## config.mk

```make
export PLATFORM = sky130hd
export DESIGN_NAME = wonce_coh_ctrl
export DESIGN_NICKNAME = d
export VERILOG_FILES = /design/src/rtl/wonce_pkg.sv /design/src/rtl/wonce_idx_dec.sv /design/src/rtl/wonce_line_fsm.sv /design/src/rtl/wonce_coh_ctrl.sv
export SDC_FILE = /design/constraint.sdc
export NUM_CORES = 1
export LEC_CHECK = 0
export BUFFER_PORTS_ARGS = -buffer_cell sky130_fd_sc_hd__buf_2
export CORE_AREA = 2 2 48 50
export CTS_CLUSTER_DIAMETER = 100
export DETAILED_ROUTE_END_ITERATION = 6
export DIE_AREA = 0 0 50 52
export PLACE_DENSITY = 0.78
export SYNTH_ARGS = -nofsm -noshare
export SYNTH_HDL_FRONTEND = slang
export SYNTH_SLANG_ARGS = --single-unit
```

## constraint.sdc

```tcl
create_clock -name clk -period 2.7 [get_ports clk]
set_clock_uncertainty 0.15 [all_clocks]
set_input_delay 0.81 -clock clk [delete_from_list [all_inputs] [get_ports clk]]
set_output_delay 0.81 -clock clk [all_outputs]
set_load 0.1 [all_outputs]
```

## src/rtl/wonce_pkg.sv

```systemverilog
package wonce_pkg;

    typedef enum logic [1:0] {
        LS_INV   = 2'b00,
        LS_SHR   = 2'b01,
        LS_EXCL  = 2'b10,
        LS_DIRTY = 2'b11
    } line_st_t;

    localparam logic [1:0] CPU_NOP   = 2'b00;
    localparam logic [1:0] CPU_RD    = 2'b01;
    localparam logic [1:0] CPU_WR    = 2'b10;
    localparam logic [1:0] CPU_EVICT = 2'b11;

    localparam logic [1:0] SNP_NOP = 2'b00;
    localparam logic [1:0] SNP_RD  = 2'b01;
    localparam logic [1:0] SNP_WR  = 2'b10;

    typedef struct packed {
        line_st_t st;
        logic     sup_wb;
        logic     hit;
        logic     fill;
        logic     wt;
        logic     ev_wb;
    } line_nxt_t;

    typedef struct packed {
        logic hit;
        logic fill;
        logic wt;
        logic ev_wb;
        logic snp_wb;
    } bus_out_t;

endpackage

```

## src/rtl/wonce_idx_dec.sv

```systemverilog
module wonce_idx_dec #(
    parameter int N = 4,
    parameter int W = 2
) (
    input  logic         en,
    input  logic [W-1:0] idx,
    output logic [N-1:0] sel
);
    for (genvar i = 0; i < N; i++) begin : g_sel
        assign sel[i] = en && (idx == W'(i));
    end
endmodule

```

## src/rtl/wonce_line_fsm.sv

```systemverilog
module wonce_line_fsm
    import wonce_pkg::*;
(
    input  logic     clk,
    input  logic     rst_n,
    input  logic     snp_rd,
    input  logic     snp_wr,
    input  logic     loc_rd,
    input  logic     loc_wr,
    input  logic     loc_ev,
    output line_st_t st_q,
    output logic     sup_wb,
    output logic     loc_hit,
    output logic     loc_fill,
    output logic     loc_wt,
    output logic     loc_ev_wb
);
    line_nxt_t nx_d;
    line_st_t  mid;

    always_comb begin
        nx_d = '0;
        mid  = st_q;
        // snooped event is ordered ahead of the local operation
        if (snp_rd) begin
            if (st_q == LS_DIRTY) begin
                nx_d.sup_wb = 1'b1;
                mid         = LS_SHR;
            end else if (st_q == LS_EXCL) begin
                mid = LS_SHR;
            end
        end else if (snp_wr) begin
            if (st_q == LS_DIRTY) nx_d.sup_wb = 1'b1;
            mid = LS_INV;
        end
        nx_d.st = mid;
        if (loc_rd || loc_wr || loc_ev) nx_d.hit = (mid != LS_INV);
        if (loc_rd) begin
            if (mid == LS_INV) begin
                nx_d.fill = 1'b1;
                nx_d.st   = LS_SHR;
            end
        end else if (loc_wr) begin
            if (mid == LS_INV || mid == LS_SHR) begin
                nx_d.wt = 1'b1;
                nx_d.st = LS_EXCL;
            end else begin
                nx_d.st = LS_DIRTY;
            end
        end else if (loc_ev) begin
            if (mid == LS_DIRTY) nx_d.ev_wb = 1'b1;
            nx_d.st = LS_INV;
        end
    end

    always_ff @(posedge clk) begin
        if (!rst_n) st_q <= LS_INV;
        else        st_q <= nx_d.st;
    end

    assign sup_wb    = nx_d.sup_wb;
    assign loc_hit   = nx_d.hit;
    assign loc_fill  = nx_d.fill;
    assign loc_wt    = nx_d.wt;
    assign loc_ev_wb = nx_d.ev_wb;

    AST_DIRTY_FROM_EXCL: assert property (@(posedge clk) disable iff (!rst_n)
        (st_q == LS_DIRTY && $past(st_q) != LS_DIRTY) |-> $past(st_q) == LS_EXCL);

    AST_SNPWR_KILLS: assert property (@(posedge clk) disable iff (!rst_n)
        (snp_wr && !loc_rd && !loc_wr) |=> st_q == LS_INV);

endmodule

```

## src/rtl/wonce_coh_ctrl.sv

```systemverilog
module wonce_coh_ctrl
    import wonce_pkg::*;
#(
    parameter  int LINES = 4,
    localparam int IDX_W = (LINES > 1) ? $clog2(LINES) : 1
) (
    input  logic               clk,
    input  logic               rst_n,
    input  logic [1:0]         cpu_op,
    input  logic [IDX_W-1:0]   cpu_idx,
    input  logic [1:0]         snp_op,
    input  logic [IDX_W-1:0]   snp_idx,
    output logic               cpu_hit,
    output logic               bus_fill,
    output logic               bus_wt,
    output logic               bus_ev_wb,
    output logic               bus_snp_wb,
    output logic [2*LINES-1:0] line_st
);
    logic [LINES-1:0] csel, ssel;
    logic [LINES-1:0] sup_wb_v, hit_v, fill_v, wt_v, ev_wb_v;
    bus_out_t out_d, out_q;

    wonce_idx_dec #(.N(LINES), .W(IDX_W)) u_cdec (
        .en(cpu_op != CPU_NOP), .idx(cpu_idx), .sel(csel));
    wonce_idx_dec #(.N(LINES), .W(IDX_W)) u_sdec (
        .en(snp_op == SNP_RD || snp_op == SNP_WR), .idx(snp_idx), .sel(ssel));

    for (genvar i = 0; i < LINES; i++) begin : g_line
        line_st_t st_i;
        wonce_line_fsm u_fsm (
            .clk      (clk),
            .rst_n    (rst_n),
            .snp_rd   (ssel[i] && snp_op == SNP_RD),
            .snp_wr   (ssel[i] && snp_op == SNP_WR),
            .loc_rd   (csel[i] && cpu_op == CPU_RD),
            .loc_wr   (csel[i] && cpu_op == CPU_WR),
            .loc_ev   (csel[i] && cpu_op == CPU_EVICT),
            .st_q     (st_i),
            .sup_wb   (sup_wb_v[i]),
            .loc_hit  (hit_v[i]),
            .loc_fill (fill_v[i]),
            .loc_wt   (wt_v[i]),
            .loc_ev_wb(ev_wb_v[i])
        );
        assign line_st[2*i +: 2] = st_i;
    end

    always_comb begin
        out_d.hit    = |hit_v;
        out_d.fill   = |fill_v;
        out_d.wt     = |wt_v;
        out_d.ev_wb  = |ev_wb_v;
        out_d.snp_wb = |sup_wb_v;
    end

    always_ff @(posedge clk) begin
        if (!rst_n) out_q <= '0;
        else        out_q <= out_d;
    end

    assign cpu_hit    = out_q.hit;
    assign bus_fill   = out_q.fill;
    assign bus_wt     = out_q.wt;
    assign bus_ev_wb  = out_q.ev_wb;
    assign bus_snp_wb = out_q.snp_wb;

    AST_FILL_ONLY_READ: assert property (@(posedge clk) disable iff (!rst_n)
        bus_fill |-> ($past(cpu_op) == CPU_RD && !cpu_hit));
    AST_WT_ONLY_WRITE: assert property (@(posedge clk) disable iff (!rst_n)
        bus_wt |-> $past(cpu_op) == CPU_WR);
    AST_EVWB_ONLY_EVICT: assert property (@(posedge clk) disable iff (!rst_n)
        bus_ev_wb |-> ($past(cpu_op) == CPU_EVICT && cpu_hit));
    AST_SNPWB_NEEDS_SNOOP: assert property (@(posedge clk) disable iff (!rst_n)
        bus_snp_wb |-> ($past(snp_op) == SNP_RD || $past(snp_op) == SNP_WR));
    AST_LOCAL_ONE_ACTION: assert property (@(posedge clk) disable iff (!rst_n)
        $onehot0({bus_fill, bus_wt, bus_ev_wb}));
    AST_IDLE_HOLDS: assert property (@(posedge clk) disable iff (!rst_n)
        (cpu_op == CPU_NOP && (snp_op == SNP_NOP || snp_op == 2'b11)) |=> $stable(line_st));

endmodule

```

==> results of run 1 <==
## layer usage
layer  GRT usage  routed length (um)  vias up
li1            -                   -      542
met1      0.2984                1233      489
met2      0.3750                1256       52
met3     0.02011                 177       10
met4      0.1250                  89        0
met5           0                   0        -
## report_power, final
part | switching, mW | internal, mW
Clock | 0.0656 | 0.0573
Sequential | 0.00868 | 0.199
Combinational | 0.117 | 0.0448
Total | 0.191 | 0.301
## kinds of logic (layout without fill, tap and decap cells)
kind of cell,count (synthesis),after routing,synth area share
and+or+nand+nor,64,64,0.3430
adders and majority gates,2,2,0.02406
buffers and inverters,12,34,0.06017
AOI/OAI and AO/OA,41,41,0.2900
muxes,2,2,0.03249
DFF,13,13,0.2503
## per-stage QoR
stage / hold WS (ps) / cell area, um^2 / utilization / total power, mW
CTS: 488.1 / 1186 / 0.5633 / 0.4885
global route: 531.5 / 1186 / 0.5633 / 0.5138
global placement: 459.3 / 1160 / 0.5508 / 0.3702
floorplan: 777.5 / 1040 / - / 0.3390
detailed placement: 471.3 / 1160 / 0.5508 / 0.3720
finish: 489.4 / 1186 / 0.5633 / 0.4920
## layout make-up
cell class,instances,area share
multi-input cells,109,0.6044
flip-flops and latches,13,0.2194
repair buffers,24,0.1055
well taps,28,0.02954
clock buffers,4,0.02215
inverters,6,0.01899
## Yosys cell counts (all sizes together) (2+ instances only)
cell / number
nand2: 10
a31oi: 2
inv: 6
o31a: 2
and4bb: 2
nor2b: 6
o21ai: 12
ha: 2
nor2: 15
o32ai: 5
clkbuf: 2
o211ai: 2
a21oi: 7
nor3: 3
dfxtp: 13
nand2b: 6
nand4b: 2
nand3: 10
buf: 4
and2: 2
o311a: 2
## final timing paths
path,startpoint,to,slack (ps),depth (start not counted)
max,snp_op[0],cpu_hit,340,8
min,g_line[1].u_fsm.st_q[0],g_line[1].u_fsm.st_q[0],490,1
max reg2reg,g_line[3].u_fsm.st_q[0],cpu_hit,1070,5
min reg2reg,g_line[1].u_fsm.st_q[0],g_line[1].u_fsm.st_q[0],490,1
## layout by cell type (no fill, tap or decap), types with 2 or more instances in the layout
cell,netlist,final
buf_2,2,22
nor2_1,15,15
dfxtp_1,13,13
nand3_1,10,10
nand2_1,10,10
o21ai_0,8,8
a21oi_1,7,7
inv_1,6,6
nor2b_1,6,6
nand2b_1,6,6
o32ai_1,4,4
o21ai_1,3,3
nor3_1,3,3
clkbuf_4,0,3
and4bb_2,2,2
nand4b_1,2,2
o211ai_1,2,2
and2_1,2,2
o31a_1,2,2
o311a_1,2,2
a31oi_1,2,2
ha_1,2,2
buf_4,0,2
## flip-flops by register name, indices dropped and copies added, names as in the netlist
signal             flops
bus_ev_wb              1
g_line.u_fsm.st_q      8
bus_fill               1
cpu_hit                1
bus_snp_wb             1
bus_wt                 1
==> run metrics, run 1 <==
CP max FO 7; Mapped Area slightly above 0.001 mm^2; Die ar. ~0.0026 mm^2; GRT Total Usage 0.2295; Final WS setup about 340 ps; drt via density slightly below 6; RePlAce Congestion 0.9469; Lkg Pwr between 0.4 and 0.5 nW; worst vdd ir ~0.00034 V; Startpoint Class input port; Ant. Diodes 0; dominant cell type by area after synthesis dfxtp_1; kind of cell adding the most delay to the critical path compound AO/OA/AOI/OAI gates; die width 50 um; CP endpoint kind flop; footprint of the multi-input gates a little over 700 um^2; register area ~260 um^2; post-CTS sizing 0; outcome complete, no violations; DR vias 1093; setup bufs post-CTS 0; Core ar. around 0.0021 mm^2; final wirelength around 2.8 mm; number of routed nets with antenna violations 0; Synth top area share 0.2503; Mapped Cells about 130; worst path bufs/invs 2; DRC Markers 0; top cells by area, synth dfxtp_1, nor2_1, nand3_1; crit-path cells buf_2 -> inv_1 -> ha_1 -> o21bai_4 -> o21ai_2 -> nor2b_1 -> nor3_1 -> o31a_1; EDFF count, synth 0; WL/cell ~15 um; Max Buffers Root-to-Sink 2; share of flip-flops with an asynchronous set or reset 0; clock slew at reported path FFs about 80 ps; initial antenna violation count 0; min Tclk post-route roughly 2400 ps; number of buffers added on ports 22; share of layout cells above drive strength 1 0.2372; CTS buffer count 3; slowest CP cell ha_1; syn_area_per_cell 7.759 um^2; RSZ-0062 raised after global routing no; number of max-cap violations 0; CP required around 2700 ps; Worst-Margin Slew between 400 and 500 ps; Hold Crit Class flop to flop; Slew Limit Fails 0; register area share after synthesis 0.2503; Power Density between 400 and 500 mW/mm^2; hpwl dp 2.123 mm; largest stage delay on the critical path 360 ps; largest net degree at the start of global routing 17; Root Buffer clkbuf_4; Synth cell types 44; Clock Latency Late Sink 280 ps; Setup CP Type input port to flop; H-tree depth 1; Hold Buf Count CTS 0; nets between 150 and 200; # IOs 23; Placement Rows 17; DR iter-0 viols 45; Setup WS pre-CTS roughly 80 ps; Primary FF master, synth dfxtp_1; Area Growth Syn to Fin 14.08%; Die H between 50 and 60 um; Final Cycle Share 0.8740; grt ovf 0; First-pass DRT Iterations 4; vias in the first global route slightly above 1000; Fin Setup TNS 0 ps; clk sinks 13; post-synth net total ~150; Final Hold Viols 0; dpl cells 180; final-report setup violation count 0; post-route insts no fill between 150 and 200; Slew HR 0.6739; fmax roughly 0.42 GHz; global-route wire length before repair approximately 4.7 mm; Starting Density 0.4938; synth warn 0; CP arrival between 2000 and 2500 ps; Yosys reg bits 13; CTS tree built; Fill cells around 210
(Power assumes the default switching activity.)
==> inputs of run 2 (changes only) <==
--- a/config.mk
+++ b/config.mk
@@ -5,11 +5,12 @@
 export SDC_FILE = /design/constraint.sdc
 export NUM_CORES = 1
 export LEC_CHECK = 0
+export ABC_AREA = 1
 export BUFFER_PORTS_ARGS = -buffer_cell sky130_fd_sc_hd__buf_2
-export CORE_AREA = 2 2 48 50
+export CORE_AREA = 2 2 49 51
 export CTS_CLUSTER_DIAMETER = 100
 export DETAILED_ROUTE_END_ITERATION = 6
-export DIE_AREA = 0 0 50 52
+export DIE_AREA = 0 0 51 53
 export PLACE_DENSITY = 0.78
 export SYNTH_ARGS = -nofsm -noshare
 export SYNTH_HDL_FRONTEND = slang
==> run 2 against run 1 <==
  * Cell area rose by 4.3%
  * Synthesized area rose by 5.2%
  * Wire length fell by 0.29%
  * Setup slack improved by 230 ps
  * First-iteration DRC count fell by 6.7%
  * Global-route usage fell by 0.60 points
  * Die area rose by 4.0%
  * Total power rose by 0.90%
  * Sequential power barely moved
  * Critical path type is now flop to primary output
  * Critical endpoint is now line_st[7]
  * Largest cell class unchanged
==> run metrics, run 2 <==
outcome complete, no violations; commonest cells after routing, fill and taps aside nand2_1, inv_1, buf_2; syn_area_per_cell 6.249 um^2; Min Hold Slack 423.9 ps; Core ar. 0.002148 mm^2; DR vias 1200; worst path bufs/invs 1; die width 51 um; RSZ-0062 raised after global routing no; WL/cell 12.16 um; post-CTS sizing 0; min Tclk post-route 2130 ps; Starting Density 0.5090; post-synth net total about 190; share of layout cells above drive strength 1 0.2424; setup bufs post-CTS 0; drt via density about 5.3; # IOs 23; dominant cell type by area after synthesis dfxtp_1; Worst Setup EP line_st[7]; Slew HR 0.5680; clock slew at reported path FFs ~80 ps; worst r2r src g_line[3].u_fsm.st_q[1]; grt ovf 0; post-route insts no fill between 200 and 250; fmax between 0.4 and 0.5 GHz; CP Depth 1; Setup CP Type flop to primary output; Ant. Diodes 0; DR iter-0 viols 42; FF-to-FF End cpu_hit; synth warn 0; nets around 210; crit-path cells buf_2; CP required between 1500 and 2000 ps; Power Density about 400 mW/mm^2; Worst R2R Path Depth 7; largest stage delay on the critical path roughly 460 ps; H-tree depth 1; Area Growth Syn to Fin 13.16%; GRT Total Usage 0.2236; top cells by area, synth dfxtp_1, nand2_1, nand3_1; Clock Latency Late Sink between 200 and 300 ps; commonest non-fill, non-tap cell in the layout nand2_1; First-pass DRT Iterations 4; largest net degree at the start of global routing 12; Placement Rows 17; CP endpoint kind primary output; crit path from g_line[3].u_fsm.st_q[1]; Die H roughly 53 um; Max Buffers Root-to-Sink 2; Startpoint Class flop; initial antenna violation count 0; Lkg Pwr 0.6656 nW; Worst-Margin Slew approximately 640 ps; number of routed nets with antenna violations 0; Synth top cells by count nand2_1, inv_1, nor2_1; Synth top area share 0.2380; kind of cell adding the most delay to the critical path buffers and inverters; Final Hold Viols 0; CP max FO 4; Biggest register g_line.u_fsm.st_q; hpwl dp 2.223 mm; Fin Setup TNS 0 ps; Slew Limit Fails 0; EDFF count, synth 0; top-count cell post-synth nand2_1; number of buffers added on ports 22; global-route wire length before repair approximately 4.4 mm; Die ar. 0.002703 mm^2; Final Cycle Share 0.7890; Root Buffer clkbuf_4; final-report setup violation count 0; RePlAce Congestion 0.9788; slowest CP cell buf_2; Mapped Cells approximately 180; vias in the first global route ~1100; max reg flops 8; share of flip-flops with an asynchronous set or reset 0; worst vdd ir 0.0002396 V; CTS buffer count 3; Total Power 496.4 uW; Mapped Area around 0.0011 mm^2; dpl cells roughly 220; register area share after synthesis 0.2380; Yosys reg bits 13; Hold Buf Count CTS 0; Worst R2R Setup Slack between 1000 and 1500 ps; number of max-cap violations 0; DRC Markers 0; clk sinks 13; final wirelength approximately 2.7 mm; CTS tree built; Primary FF master, synth dfxtp_1; Hold Crit Class flop to flop; Synth cell types 27; CP arrival around 1200 ps
run 2: cell types whose count changed in the layout (fill, tap and decap cells not counted), moves of 4 or more:
cell,delta
nor2_2,+5
a211oi_1,+4
nand3_1,+7
o21ai_0,-5
nand3_2,+6
nor2b_1,-6
o32ai_1,-4
nand4_1,+9
nand2b_1,-6
nand2_1,+39
inv_2,+4
inv_1,+16
run 2: layout make-up:
cell class                      count  area, um^2
Clock buffer                        4       26.28
Fill cell                         217       910.9
Inverter                           27       101.3
Multi-Input combinational cell    132       704.4
Sequential cell                    13       260.3
Tap cell                           28       35.03
Timing Repair Buffer               22       110.1
run 2: report_power, final:
part / total, mW / switching, mW / internal (mW)
clock network: 0.126 / 0.0688 / 0.0574
registers: 0.206 / 0.00654 / 0.199
logic: 0.164 / 0.126 / 0.0379
run 2: routing by layer:
layer  GRT usage  vias up  share of wire  routed length (um)
met2      0.4004       41           0.49                1344
met1      0.2620      532           0.43                1192
met3     0.01695        7          0.052                 143
met4      0.1261        0          0.025                  68
li1            -      620              -                   -
met5           0        -              0                   0
run 2: logic make-up after synthesis:
| family | synth area share |
|---|---|
| buf+inv | 0.1178 |
| simple gates | 0.5286 |
| compound gates | 0.09268 |
| flops | 0.2380 |
| fa+ha+maj | 0.02288 |
run 2: worst min-delay path, delay by kind of cell (launching register included):
family	cells	cell delay [ps]
AOI/OAI and AO/OA	1	70
DFF	1	360
and+or+nand+nor	1	100
run 2: worst min path at each step:
stage | from | end | slack (ps) | cells after the start
after floorplan | rst_n | g_line[1].u_fsm.st_q[0] | 780 | 2
after global placement | g_line[3].u_fsm.st_q[1] | g_line[3].u_fsm.st_q[1] | 390 | 2
after detailed placement | g_line[3].u_fsm.st_q[1] | g_line[3].u_fsm.st_q[1] | 410 | 2
after CTS | g_line[3].u_fsm.st_q[1] | g_line[3].u_fsm.st_q[1] | 420 | 2
after global routing | g_line[3].u_fsm.st_q[1] | g_line[3].u_fsm.st_q[1] | 470 | 2
final | g_line[3].u_fsm.st_q[1] | g_line[3].u_fsm.st_q[1] | 420 | 2
run 2: through the flow:
step	setup slack, ps	utilization	cell area (um^2)
floorplan	551.1	-	1094
global placement	331.1	0.5638	1211
detailed placement	293.4	0.5638	1211
CTS	563.3	0.5760	1237
global route	430.1	0.5760	1237
finish	569.8	0.5760	1237
==> inputs of run 3 (changes only) <==
==> constraint.sdc (replaced) <==
create_clock -name clk -period 2.1 [get_ports clk]
set_clock_uncertainty 0.15 [all_clocks]
set_input_delay 0.63 -clock clk [delete_from_list [all_inputs] [get_ports clk]]
set_output_delay 0.63 -clock clk [all_outputs]
set_load 0.1 [all_outputs]
==> run 3 against run 2 <==
  * First-iteration DRC count up 12%
  * Critical endpoint is now line_st[5]
  * Core utilization rose by 1.4 points
  * Sequential share of layout area fell by 0.50 points
  * Wire length shrank 0.84%
  * Critical path depth is the same
  * Clock power up 25%
  * Largest cell class unchanged
  * Highest routed layer unchanged
  * Cell area increased by 2.4%
==> run metrics, run 3 (same netlist as run 2, synthesis figures left out) <==
share of layout cells above drive strength 1 0.2574; Worst-Margin Slew approximately 500 ps; number of buffers added on ports 22; # IOs 23; Fin Setup TNS 0 ps; die width 51 um; initial antenna violation count 0; min Tclk post-route slightly below 2000 ps; FF-to-FF End cpu_hit; number of max-cap violations 0; register area around 260 um^2; Int Power 382.2 uW; Clock Latency Late Sink approximately 280 ps; Sw Pwr 255.9 uW; Setup WS pre-CTS -80.93 ps; Area Growth Syn to Fin 15.90%; worst path bufs/invs 1; Starting Density 0.5090; DR iter-0 viols 47; Lkg Pwr 0.6843 nW; Final Cycle Share 0.9216; post-route cell area between 0.001 and 0.0015 mm^2; Slew Limit Fails 0; final-report setup violation count 0; CTS tree built; outcome complete, no violations; RSZ-0062 raised after global routing no; Worst R2R Setup Slack just under 700 ps; CP max FO 5; clk sinks 13; crit path from g_line[2].u_fsm.st_q[1]; worst r2r src g_line[3].u_fsm.st_q[1]; Ant. Diodes 0; Min Hold Slack 413.5 ps; Biggest register g_line.u_fsm.st_q; clock slew at reported path FFs roughly 90 ps; WL/cell around 12 um; Setup CP Type flop to primary output; slowest CP cell buf_2; max reg flops 8; CP arrival between 1000 and 1500 ps; Total Power about 640 uW; largest stage delay on the critical path 460 ps; CP endpoint kind primary output; Final WS setup between 150 and 200 ps; Root Buffer clkbuf_4; Max Buffers Root-to-Sink 2; Final Hold Viols 0; post-route insts no fill 230; setup bufs post-CTS 0; Comb pwr share 0.338; CTS buffer count 3; Slew HR 0.6774; commonest non-fill, non-tap cell in the layout nand2_1; vias in the first global route 1146; Startpoint Class flop; Switching Share 0.4011; nets around 220; fmax between 0.5 and 0.6 GHz; Seq pwr share 0.415; dpl cells roughly 230; Worst R2R Path Depth 7; DRC Markers 0; Hold Buf Count CTS 0; Hold Crit Class flop to flop; post-CTS sizing 0; Power Density slightly above 500 mW/mm^2; largest net degree at the start of global routing 12; grt ovf 0; worst vdd ir 0.0003144 V; First-pass DRT Iterations 4; Placement Rows 17; Core ar. approximately 0.0021 mm^2; drt via density around 5.4; kind of cell adding the most delay to the critical path buffers and inverters; H-tree depth 1; commonest cells after routing, fill and taps aside nand2_1, inv_1, buf_2; crit-path cells buf_2; dpl cell area around 0.0012 mm^2; RePlAce Congestion between 1 and 1.5; DR vias between 1000 and 1500; Fill cells 232; GRT Total Usage 0.2294; Die H 53 um; Die ar. approximately 0.0027 mm^2; CP Depth 1; global-route wire length before repair around 4.7 mm; final wirelength approximately 2.7 mm; CP required 1320 ps; number of routed nets with antenna violations 0; Core Util, Final 0.5900; hpwl dp approximately 2.2 mm; Worst Setup EP line_st[5]; clock network power share 0.246; footprint of the multi-input gates between 700 and 800 um^2
==> run 3: cell count changes in the layout (fill, tap and decap cells not counted) <==
cell	before	now
buf_4	0	4
==> run 3: power by group through the flow <==
stage / Sequential (mW) / Combinational, mW / Clock [mW]
final: 0.265 / 0.216 / 0.157
after global routing: 0.267 / 0.233 / 0.170
after CTS: 0.265 / 0.215 / 0.159
after detailed placement: 0.271 / 0.215 / 0
after global placement: 0.270 / 0.211 / 0
after floorplan: 0.341 / 0.0968 / 0
==> run 3: layout make-up <==
cell class / count / share of cell area
Clock buffer: 4 / 0.02073
Multi-Input combinational cell: 132 / 0.5558
Sequential cell: 13 / 0.2053
Timing Repair Buffer: 26 / 0.1106
Tap cell: 28 / 0.02764
Inverter: 27 / 0.07996
==> run 3: how the worst min path moves through the flow <==
stage	startpoint	to	slack, ps	depth (start not counted)
floorplan	rst_n	g_line[1].u_fsm.st_q[0]	600	2
global placement	g_line[3].u_fsm.st_q[1]	g_line[3].u_fsm.st_q[1]	390	2
detailed placement	g_line[3].u_fsm.st_q[1]	g_line[3].u_fsm.st_q[1]	400	2
CTS	g_line[3].u_fsm.st_q[1]	g_line[3].u_fsm.st_q[1]	410	2
global route	g_line[3].u_fsm.st_q[1]	g_line[3].u_fsm.st_q[1]	440	2
finish	g_line[3].u_fsm.st_q[1]	g_line[3].u_fsm.st_q[1]	410	2
==> run 3: metal layers <==
metal | part of all wire | track usage
met2 | 0.50 | 0.4329
met5 | 0 | 0
met3 | 0.054 | 0.01977
met1 | 0.42 | 0.2719
met4 | 0.020 | 0.07207
